==> src/rtl/msg_loop_pkg.sv <==
package msg_loop_pkg;
  localparam int SLOT_BITS = 8;
  typedef logic [SLOT_BITS-1:0] slot_byte_t;
endpackage

==> src/rtl/msg_mf_timer.sv <==
module msg_mf_timer #(
  parameter int T1_FRAMES = 24,
  parameter int E1_FRAMES = 16
) (
  input  logic clk,
  input  logic rst,
  input  logic frame_start,
  input  logic e1_mode,
  output logic mf_start
);
  localparam int MAXF  = (T1_FRAMES > E1_FRAMES) ? T1_FRAMES : E1_FRAMES;
  localparam int CNT_W = $clog2(MAXF);

  logic [CNT_W-1:0] fcnt;
  logic [CNT_W-1:0] last;
  logic             at_last;

  assign last     = e1_mode ? CNT_W'(E1_FRAMES - 1) : CNT_W'(T1_FRAMES - 1);
  assign at_last  = (fcnt >= last);
  assign mf_start = frame_start & at_last;

  // Counter parks on the highest frame number so the first frame is frame 0.
  always_ff @(posedge clk) begin
    if (rst)              fcnt <= CNT_W'(MAXF - 1);
    else if (frame_start) fcnt <= at_last ? '0 : fcnt + CNT_W'(1);
  end
endmodule

==> src/rtl/msg_bank_ram.sv <==
module msg_bank_ram #(
  parameter int DEPTH  = 64,
  parameter int ADDR_W = 6
) (
  input  logic                          clk,
  input  logic                          we,
  input  logic                          wbank,
  input  logic [ADDR_W-1:0]             waddr,
  input  msg_loop_pkg::slot_byte_t      wdata,
  input  logic                          rbank,
  input  logic [ADDR_W-1:0]             raddr,
  output msg_loop_pkg::slot_byte_t      rdata
);
  localparam int WORDS = 2 * DEPTH;

  msg_loop_pkg::slot_byte_t mem [WORDS];

  always_ff @(posedge clk) begin
    if (we) mem[{wbank, waddr}] <= wdata;
  end

  assign rdata = mem[{rbank, raddr}];
endmodule

==> src/rtl/msg_slot_gate.sv <==
module msg_slot_gate (
  input  logic                     bit_stb,
  input  logic [2:0]               bit_idx,
  input  logic [7:0]               bit_mask,
  input  logic                     fbit_sel,
  input  msg_loop_pkg::slot_byte_t cur_byte,
  input  logic [2:0]               bit_ptr,
  output logic                     take,
  output logic                     cur_bit
);
  assign take    = bit_stb & (fbit_sel | bit_mask[bit_idx]);
  assign cur_bit = cur_byte[bit_ptr];
endmodule

==> src/rtl/msg_loop_tx.sv <==
module msg_loop_tx #(
  parameter int MAX_BYTES = 64,
  parameter int T1_FRAMES = 24,
  parameter int E1_FRAMES = 16,
  parameter int ADDR_W    = $clog2(MAX_BYTES),
  parameter int LEN_W     = $clog2(MAX_BYTES + 1)
) (
  input  logic              clk,
  input  logic              rst,
  input  logic              wr_en,
  input  logic [ADDR_W-1:0] wr_addr,
  input  logic [7:0]        wr_data,
  input  logic [LEN_W-1:0]  len_in,
  input  logic              commit,
  input  logic              frame_start,
  input  logic              e1_mode,
  input  logic              bit_stb,
  input  logic [2:0]        bit_idx,
  input  logic [7:0]        bit_mask,
  input  logic              fbit_sel,
  output logic              dl_bit,
  output logic              dl_valid
);
  logic                     mf_start;
  logic                     take;
  logic                     cur_bit;
  msg_loop_pkg::slot_byte_t cur_byte;

  logic                     act_bank;
  logic [LEN_W-1:0]         act_len;
  logic [LEN_W-1:0]         pend_len;
  logic                     pend;
  logic                     has_msg;
  logic                     running;
  logic [ADDR_W-1:0]        byte_ptr;
  logic [2:0]               bit_ptr;
  logic                     last_byte;

  msg_mf_timer #(.T1_FRAMES(T1_FRAMES), .E1_FRAMES(E1_FRAMES)) u_timer (
    .clk(clk), .rst(rst), .frame_start(frame_start),
    .e1_mode(e1_mode), .mf_start(mf_start)
  );

  msg_bank_ram #(.DEPTH(MAX_BYTES), .ADDR_W(ADDR_W)) u_ram (
    .clk(clk), .we(wr_en), .wbank(~act_bank), .waddr(wr_addr),
    .wdata(wr_data), .rbank(act_bank), .raddr(byte_ptr), .rdata(cur_byte)
  );

  msg_slot_gate u_gate (
    .bit_stb(bit_stb), .bit_idx(bit_idx), .bit_mask(bit_mask),
    .fbit_sel(fbit_sel), .cur_byte(cur_byte), .bit_ptr(bit_ptr),
    .take(take), .cur_bit(cur_bit)
  );

  assign last_byte = ({1'b0, byte_ptr} == (act_len - LEN_W'(1)));

  always_ff @(posedge clk) begin
    if (rst) begin
      act_bank <= 1'b0;
      act_len  <= LEN_W'(1);
      pend_len <= LEN_W'(1);
      pend     <= 1'b0;
      has_msg  <= 1'b0;
      running  <= 1'b0;
      byte_ptr <= '0;
      bit_ptr  <= '0;
      dl_bit   <= 1'b1;
      dl_valid <= 1'b0;
    end else begin
      dl_valid <= take;
      if (take) dl_bit <= running ? cur_bit : 1'b1;

      if (commit) begin
        pend     <= 1'b1;
        pend_len <= len_in;
      end

      if (mf_start && !running) begin
        byte_ptr <= '0;
        bit_ptr  <= '0;
        if (pend) begin
          act_bank <= ~act_bank;
          act_len  <= pend_len;
          pend     <= 1'b0;
          has_msg  <= 1'b1;
          running  <= 1'b1;
        end else if (has_msg) begin
          running  <= 1'b1;
        end
      end else if (take && running) begin
        bit_ptr <= bit_ptr + 3'd1;
        if (bit_ptr == 3'd7) begin
          if (last_byte) begin
            running  <= 1'b0;
            byte_ptr <= '0;
          end else begin
            byte_ptr <= byte_ptr + ADDR_W'(1);
          end
        end
      end
    end
  end
endmodule

==> config.mk <==
export PLATFORM = sky130hd
export DESIGN_NAME = msg_loop_tx
export DESIGN_NICKNAME = d
export VERILOG_FILES = /design/src/rtl/msg_loop_pkg.sv /design/src/rtl/msg_mf_timer.sv /design/src/rtl/msg_bank_ram.sv /design/src/rtl/msg_slot_gate.sv /design/src/rtl/msg_loop_tx.sv
export SDC_FILE = /design/constraint.sdc
export NUM_CORES = 1
export LEC_CHECK = 0
export BUFFER_PORTS_ARGS = -buffer_cell sky130_fd_sc_hd__buf_2
export CAP_MARGIN = 10
export CORE_AREA = 2 2 299 301
export CTS_BUF_LIST = sky130_fd_sc_hd__clkbuf_4 sky130_fd_sc_hd__clkbuf_8 sky130_fd_sc_hd__clkbuf_16
export CTS_CLUSTER_DIAMETER = 40
export DETAILED_ROUTE_END_ITERATION = 16
export DIE_AREA = 0 0 301 303
export PLACE_DENSITY = 0.61
export SYNTH_ARGS = -nofsm -noshare
export SYNTH_HDL_FRONTEND = slang
export SYNTH_SLANG_ARGS = --single-unit
==> constraint.sdc <==
create_clock -name clk -period 2.97 [get_ports clk]
set_input_delay 0.1485 -clock clk [delete_from_list [all_inputs] [get_ports clk]]
set_output_delay 0.1485 -clock clk [all_outputs]
set_load 0.05 [all_outputs]
==> results of run 1 <==
per-stage QoR:
stage / worst slack (ps) / total power, mW / setup TNS [ps] / instance area (um2) / util
floorplan: 490 / 16.9 / 0 / 41900 / -
global placement: -273 / 17.3 / -273 / 45500 / 0.517
detailed placement: -265 / 17.3 / -265 / 45500 / 0.517
CTS: 2.02 / 34.0 / 0 / 50700 / 0.576
global route: -10.7 / 34.6 / -10.7 / 50800 / 0.578
finish: 52.4 / 33.7 / 0 / 50900 / 0.578
worst max-delay path by stage:
stage	startpoint	end	cells past startpoint	slack, ps
after global placement	byte_ptr[0]	dl_bit	9	-270
after CTS	byte_ptr[0]	dl_bit	9	2
after global routing	byte_ptr[0]	dl_bit	11	-10
after detailed placement	byte_ptr[0]	dl_bit	11	-260
after floorplan	byte_ptr[0]	dl_bit	10	490
final	byte_ptr[2]	dl_bit	8	50
flip-flops by register name, summed over array words and instances (netlist names):
name and flops:
has_msg 1, dl_bit 1, u_timer.fcnt 5, u_ram.mem 1024, byte_ptr 6, running 1
pend 1, dl_valid 1, act_bank 1, bit_ptr 3, pend_len 7, act_len 7
worst reg2reg max path, delay by kind of cell (launching register included):
kind                   cells  cell delay [ps]
muxes                      1              580
DFF                        1              540
and+or+nand+nor            2              480
buffers and inverters      1              260
AOI/OAI and AO/OA          4              920
cell usage after synthesis, types with 16 or more instances:
| cell | number |
|---|---|
| nor2_1 | 185 |
| edfxtp_1 | 1024 |
| a21oi_1 | 34 |
| buf_6 | 16 |
| nor3_1 | 20 |
| o21ai_0 | 21 |
| nor2b_1 | 20 |
| nand2_1 | 74 |
| mux2i_1 | 115 |
| nand3_1 | 37 |
| a22oi_1 | 33 |
| mux4_2 | 218 |
| dfxtp_1 | 34 |
| buf_2 | 41 |
| clkbuf_1 | 35 |
| o22ai_1 | 20 |
power breakdown:
part,leakage (nW),internal (mW),switching (mW)
sequential,9.49,16.4,0.0261
combinational,4.55,0.169,0.454
clock,2.28,10.1,6.56
total,16.3,26.7,7.04
cell type report:
class / instances / share of cell area
clock buffers: 154 / 0.0714
diodes: 4 / 0.000197
clock inverters: 100 / 0.0210
multi-input cells: 966 / 0.193
well taps: 1165 / 0.0287
flip-flops and latches: 1058 / 0.618
repair buffers: 379 / 0.0664
inverters: 14 / 0.00103
kinds of logic after synthesis:
logic type                 share of synthesized area
AOI/OAI and AO/OA                             0.0327
xor gates and xnor gates                     0.00292
buffers and inverters                         0.0199
and+or+nand+nor                               0.0452
DFF                                            0.749
adders and majority gates                    0.00209
muxes                                          0.148
layer usage:
| metal | share of wire | vias to the layer above |
|---|---|---|
| met3 | 0.089 | 188 |
| met1 | 0.41 | 12223 |
| met2 | 0.47 | 1135 |
| met5 | 0.00027 | - |
| li1 | - | 9708 |
| met4 | 0.028 | 4 |
repair_timing:
action	CTS	global route
cloned	1	1
pin swaps	1	8
endpoints found under the hold margin	212	0
hold buffers	35	0
gates resized for setup	15	31
endpoints found under the setup margin	1	1
buffers inserted	7	4
==> impl_metrics.yaml, run 1 <==
global_routing:
  grt_pass1_vias: 23233
  grt_max_degree: 89
  grt_usage: 0.250
  antenna_found_initial: 4
  grt_overflow: 0
  use_met2: 0.388
  met3_usage: 0.0544
  busiest_layer: "met2"
  use_met1: 0.357
  grt_pass1_wl_um: 163000
hold_path:
  whs_path_depth: 1
  hold_path.class: "input pin to flop"
  min_to: "u_ram.mem[5][2]"
  hp-start: "wr_data[2]"
critical_path:
  critPathMaxFanout: 14
  cp.buffers_inverters: 1
  end_kind: "flop"
  reg2reg_from: "byte_ptr[2]"
  cp-start-kind: "flop"
  crit_path_top_delay_cell: "mux4_2"
  worst-setup-path-type: "flop to flop"
  cp_cell_sequence: "buf_6 -> mux4_2 -> o211ai_1 -> o21ai_1 -> nor4_4 -> a2111oi_0 -> nand4_1 -> a41oi_1"
  max_stage_delay_ps: 570
  cp_data_arrival_time_ps: 3510
  cp.required_ps: 3560
  r2r_cells: 8
  cp_top_family: "compound AO/OA/AOI/OAI gates"
  rr_endpoint: "dl_bit"
  r2r_slack_ps: 50
clock_tree:
  clock_path_buffers: 3
  htreeDepth: 4
  numCtsBuffers: 138
  clkTransAtPathRegs_ps: 60
  insertion_delay_ps: 740
  ctsRootBufferMaster: "clkbuf_16"
  cts.sinks: 1058
  cts_tree: "built"
finish:
  area_delta_synth_final_pct: 21.3
  final_common_cell: "edfxtp_1"
  layout_common_cells: "edfxtp_1, buf_4, mux4_2, nor2_1, clkbuf_16"
  fill_cells: 6486
  multiInputGateArea_um2: 9820
  drive_above_1_share: 0.316
  layout.cells.non_filler: 3840
  register_area_um2: 31400
  nNetsFinal: 2604
floorplanning:
  die_h_um: 303
  core_um2: 88000
  io_pins: 42
  initial_core_util: 0.477
  num_rows: 109
  die_w_um: 301
  die-area_um2: 91200
logic_synthesis:
  ys_warn_count: 0
  synth_top_area_share: 0.733
  synth_edf_count: 1024
  ys_seq_elements: 1058
  synth-seq-area-share: 0.749
  synth-main-ff-cell: "edfxtp_1"
  async_flop_share: 0
  syn-num-nets: 2201
  synth_area_leaders: "edfxtp_1, mux4_2, mux2i_1"
  syn_inst: 2154
  netlist_area_um2: 41900
  syn_avg_cell_area_um2: 19.5
  synthDistinctLibCells: 74
  synth_area_leader_cell: "edfxtp_1"
power_and_ir_drop:
  p_per_area_nw_per_um2: 663
  p_leak_nw: 16.3
  ir_worst_vdd_uv: 502
timing:
  finalClockSkew_ps: 22.4
  final_max_slew_viol_count: 0
  finalCriticalPeriod_ps: 2920
  tightest_slew_ps: 1150
  setup_viol: 0
  timing.hold.ws_ps: 29.2
  hold_viol: 0
  max_clock_freq_mhz: 343
  min_period_over_period: 0.982
  slew_headroom: 0.236
placed_design:
  place.gp.congestion: 0.934
  io_buffers: 41
  dp_hpwl_um: 72600
  dp.cells: 3536
detailed_routing:
  drc: 0
  routed_wirelength_um: 112000
  via_count: 23258
  viasPerCell: 6.06
  wl_per_cell_um: 29.3
  drt_pass1_iterations: 8
  drt_iter0_drc: 2714
  antenna_left: 0
outcome:
  status: "complete, no violations"
run:
  max_cap_violations: 0
Note: power is estimated with default switching activity, not from simulation.
==> inputs of run 2 (changes only) <==
Settings changed: ABC_AREA from default to 1, CAP_MARGIN 10 to 15, CORE_AREA 2 2 299 301 to 2 2 304 306, DIE_AREA 0 0 301 303 to 0 0 306 308, HOLD_SLACK_MARGIN from default to 0.12.
==> impl_metrics.yaml, run 2 <==
timing:
  min_period_over_period: 0.953
  slew_headroom: 0.405
  tightest_slew_ps: 890
  fin_setup_tns_ps: 0
  max_clock_freq_mhz: 353
  setup_viol: 0
  hold_viol: 0
  rsz0062_at_grt: "false"
  final_max_slew_viol_count: 0
  finalCriticalPeriod_ps: 2830
  timing.hold.ws_ps: 260
  finalClockSkew_ps: 16.1
critical_path:
  rr_endpoint: "dl_bit"
  cp_cell_sequence: "inv_8 -> buf_4 -> nand3_1 -> nand3_1 -> nand3_1 -> nand3_1 -> nand3_1 -> nand3_2 -> nand2_1 -> nand2_1 -> nand3_1 -> nand3_1 -> nand3_1 -> nand2_1 -> nand2_1"
  cp_data_arrival_time_ps: 3430
  crit_path_top_delay_cell: "buf_4"
  max_stage_delay_ps: 450
  critical_path.startpoint: "byte_ptr[1]"
  cp_top_family: "simple AND/OR/NAND/NOR gates"
  r2r_slack_ps: 140
  critPathMostFrequentCell: "nand3_1"
  worst-setup-path-type: "flop to flop"
  r2r_cells: 15
  reg2reg_from: "byte_ptr[1]"
  cp-start-kind: "flop"
  cp.required_ps: 3570
  cp.buffers_inverters: 2
  end_kind: "flop"
  critPathMaxFanout: 32
logic_synthesis:
  synthDistinctLibCells: 30
  synth-seq-area-share: 0.727
  synth_top_area_share: 0.712
  netlist_area_um2: 43200
  synth_area_leaders: "edfxtp_1, nand3_1, nand2_1"
  synth-compound-area-share: 0.00582
  syn_avg_cell_area_um2: 11.6
  synth-simple-area-share: 0.232
  syn-num-nets: 3761
  synth_edf_count: 1024
  synth_top_family_by_area: "simple AND/OR/NAND/NOR gates"
  synthAdderAreaFrac: 0.00203
  synth-main-ff-cell: "edfxtp_1"
  ys_warn_count: 0
  async_flop_share: 0
  yosysMostFrequentCell: "nand2_1"
  syn_inst: 3714
  synthXorXnorAreaFrac: 0.00223
  synth_area_leader_cell: "edfxtp_1"
  synth_common_cells: "nand2_1, edfxtp_1, nand3_1, nor2_1, buf_2"
  synth_mux_area_frac: 0
  ys_seq_elements: 1058
global_routing:
  busiest_layer: "met2"
  grt_pass1_vias: 28190
  use_met1: 0.347
  grt_max_degree: 143
  grt_usage: 0.246
  met3_usage: 0.0478
  grt_pass1_wl_um: 174000
  use_met2: 0.384
  antenna_found_initial: 1
  grt_overflow: 0
finish:
  stdcell_area_um2: 50900
  reg_top3: "u_ram.mem: 1024 flops, act_len: 7 flops, pend_len: 7 flops"
  diodes: 0
  final_common_cell: "nand2_1"
  layout.cells.non_filler: 5197
  largest_register_ff_count: 1024
  nNetsFinal: 3946
  regMostFlops: "u_ram.mem"
  area_delta_synth_final_pct: 17.9
  layout_common_cells: "nand2_1, edfxtp_1, nand3_1, nor2_1, buf_4"
  drive_above_1_share: 0.120
detailed_routing:
  routed_wirelength_um: 116000
  viasPerCell: 5.64
  drc: 0
  drt_pass1_iterations: 6
  drt_iter0_drc: 3498
  antenna_left: 0
  via_count: 29327
  wl_per_cell_um: 22.4
clock_tree:
  clock_path_buffers: 3
  clkTransAtPathRegs_ps: 50
  ctsRootBufferMaster: "clkbuf_16"
  cts.sinks: 1058
  htreeDepth: 4
  numCtsBuffers: 141
  cts_tree: "built"
  insertion_delay_ps: 720
hold_path:
  whs_path_depth: 3
  hp-start: "rst"
  hold_path.class: "input pin to flop"
  min_to: "dl_valid"
power_and_ir_drop:
  switching_share: 0.206
  p_per_area_nw_per_um2: 664
  power_frac_comb: 0.020
  p_int_mw: 26.8
  ir_worst_vdd_uv: 592
  power_mw: 33.8
  power.switching_mw: 6.97
  p_clk_frac: 0.493
  sequentialPowerShare: 0.487
  p_leak_nw: 18.2
outcome:
  status: "complete, no violations"
placed_design:
  place.gp.congestion: 0.879
  dp_hpwl_um: 66000
  io_buffers: 41
  dp.cells: 4893
  place_area_um2: 45700
floorplanning:
  initial_core_util: 0.475
  core_um2: 91000
  die_h_um: 308
  die-area_um2: 94200
  io_pins: 42
  die_w_um: 306
  num_rows: 111
run:
  max_cap_violations: 0
[run 2: cell count changes in the layout (fill, tap and decap cells not counted), moves of 18 or more]
| cell | previous run | this run |
|---|---|---|
| inv_1 | 11 | 39 |
| a21oi_1 | 32 | 13 |
| nand3_1 | 37 | 1019 |
| nand2_1 | 74 | 1100 |
| a22oi_1 | 29 | 0 |
| o22ai_1 | 19 | 1 |
| mux4_2 | 221 | 0 |
| nor2_1 | 185 | 165 |
| mux2i_1 | 114 | 0 |
| buf_4 | 267 | 161 |
| nor2b_1 | 19 | 0 |
[run 2: cells by family (layout without fill, tap and decap cells)]
logic type                 count (synthesis)  in the layout
adders and majority gates                  7              7
buffers and inverters                    284            581
DFF                                     1058           1058
xor gates and xnor gates                  11             11
and+or+nand+nor                         2311           2311
AOI/OAI and AO/OA                         43             43
[run 2: worst reg2reg max path: stages (launching register included)]
cell	delay (ps)
dfxtp_4	420
inv_8	270
buf_4	460
nand3_1	170
nand3_1	90
nand3_1	140
nand3_1	170
nand3_1	220
nand3_2	220
nand2_1	90
nand2_1	70
nand3_1	70
nand3_1	70
nand3_1	110
nand2_1	80
nand2_1	50
[run 2: through the flow]
step	util	setup slack, ps
floorplan	-	1010
global placement	0.502	61.1
detailed placement	0.502	54.1
CTS	0.558	37.8
global route	0.560	23.7
finish	0.560	139
[run 2: final cells by class]
cell class,count,area (um2)
multi-input combinational,2372,10500
timing repair buffer,278,2650
clock buffer,163,3820
inverter,48,216
tap,1186,1480
fill,7426,40000
sequential,1058,31400
clock inverter,92,863
[run 2: power groups by stage]
| stage | clock network [mW] | logic [mW] | registers (mW) |
|---|---|---|---|
| global placement | 0 | 0.617 | 16.8 |
| global route | 17.5 | 0.734 | 16.4 |
| finish | 16.7 | 0.681 | 16.4 |
| floorplan | 0 | 0.171 | 16.8 |
| CTS | 16.9 | 0.675 | 16.4 |
| detailed placement | 0 | 0.625 | 16.8 |
[run 2: routing by layer]
layer,wire length (um),vias up,share of wire
met3,9780,218,0.084
met4,3540,0,0.030
met1,49400,14227,0.42
met5,0,-,0
met2,53700,1317,0.46
li1,-,13565,-
[run 2: worst max path at each step]
stage,cells after the start,end,slack [ps]
final,15,dl_bit,140
after global placement,17,dl_bit,60
after floorplan,4,u_ram.mem[74][0],1010
after CTS,17,dl_bit,40
after global routing,17,dl_bit,20
after detailed placement,17,dl_bit,50
[run 2: timing repair]
action,CTS,global route
resized for setup,0,10
hold buffers,44,0
buffers inserted,0,3
setup endpoints to repair,0,1
endpoints found under the hold margin,474,0
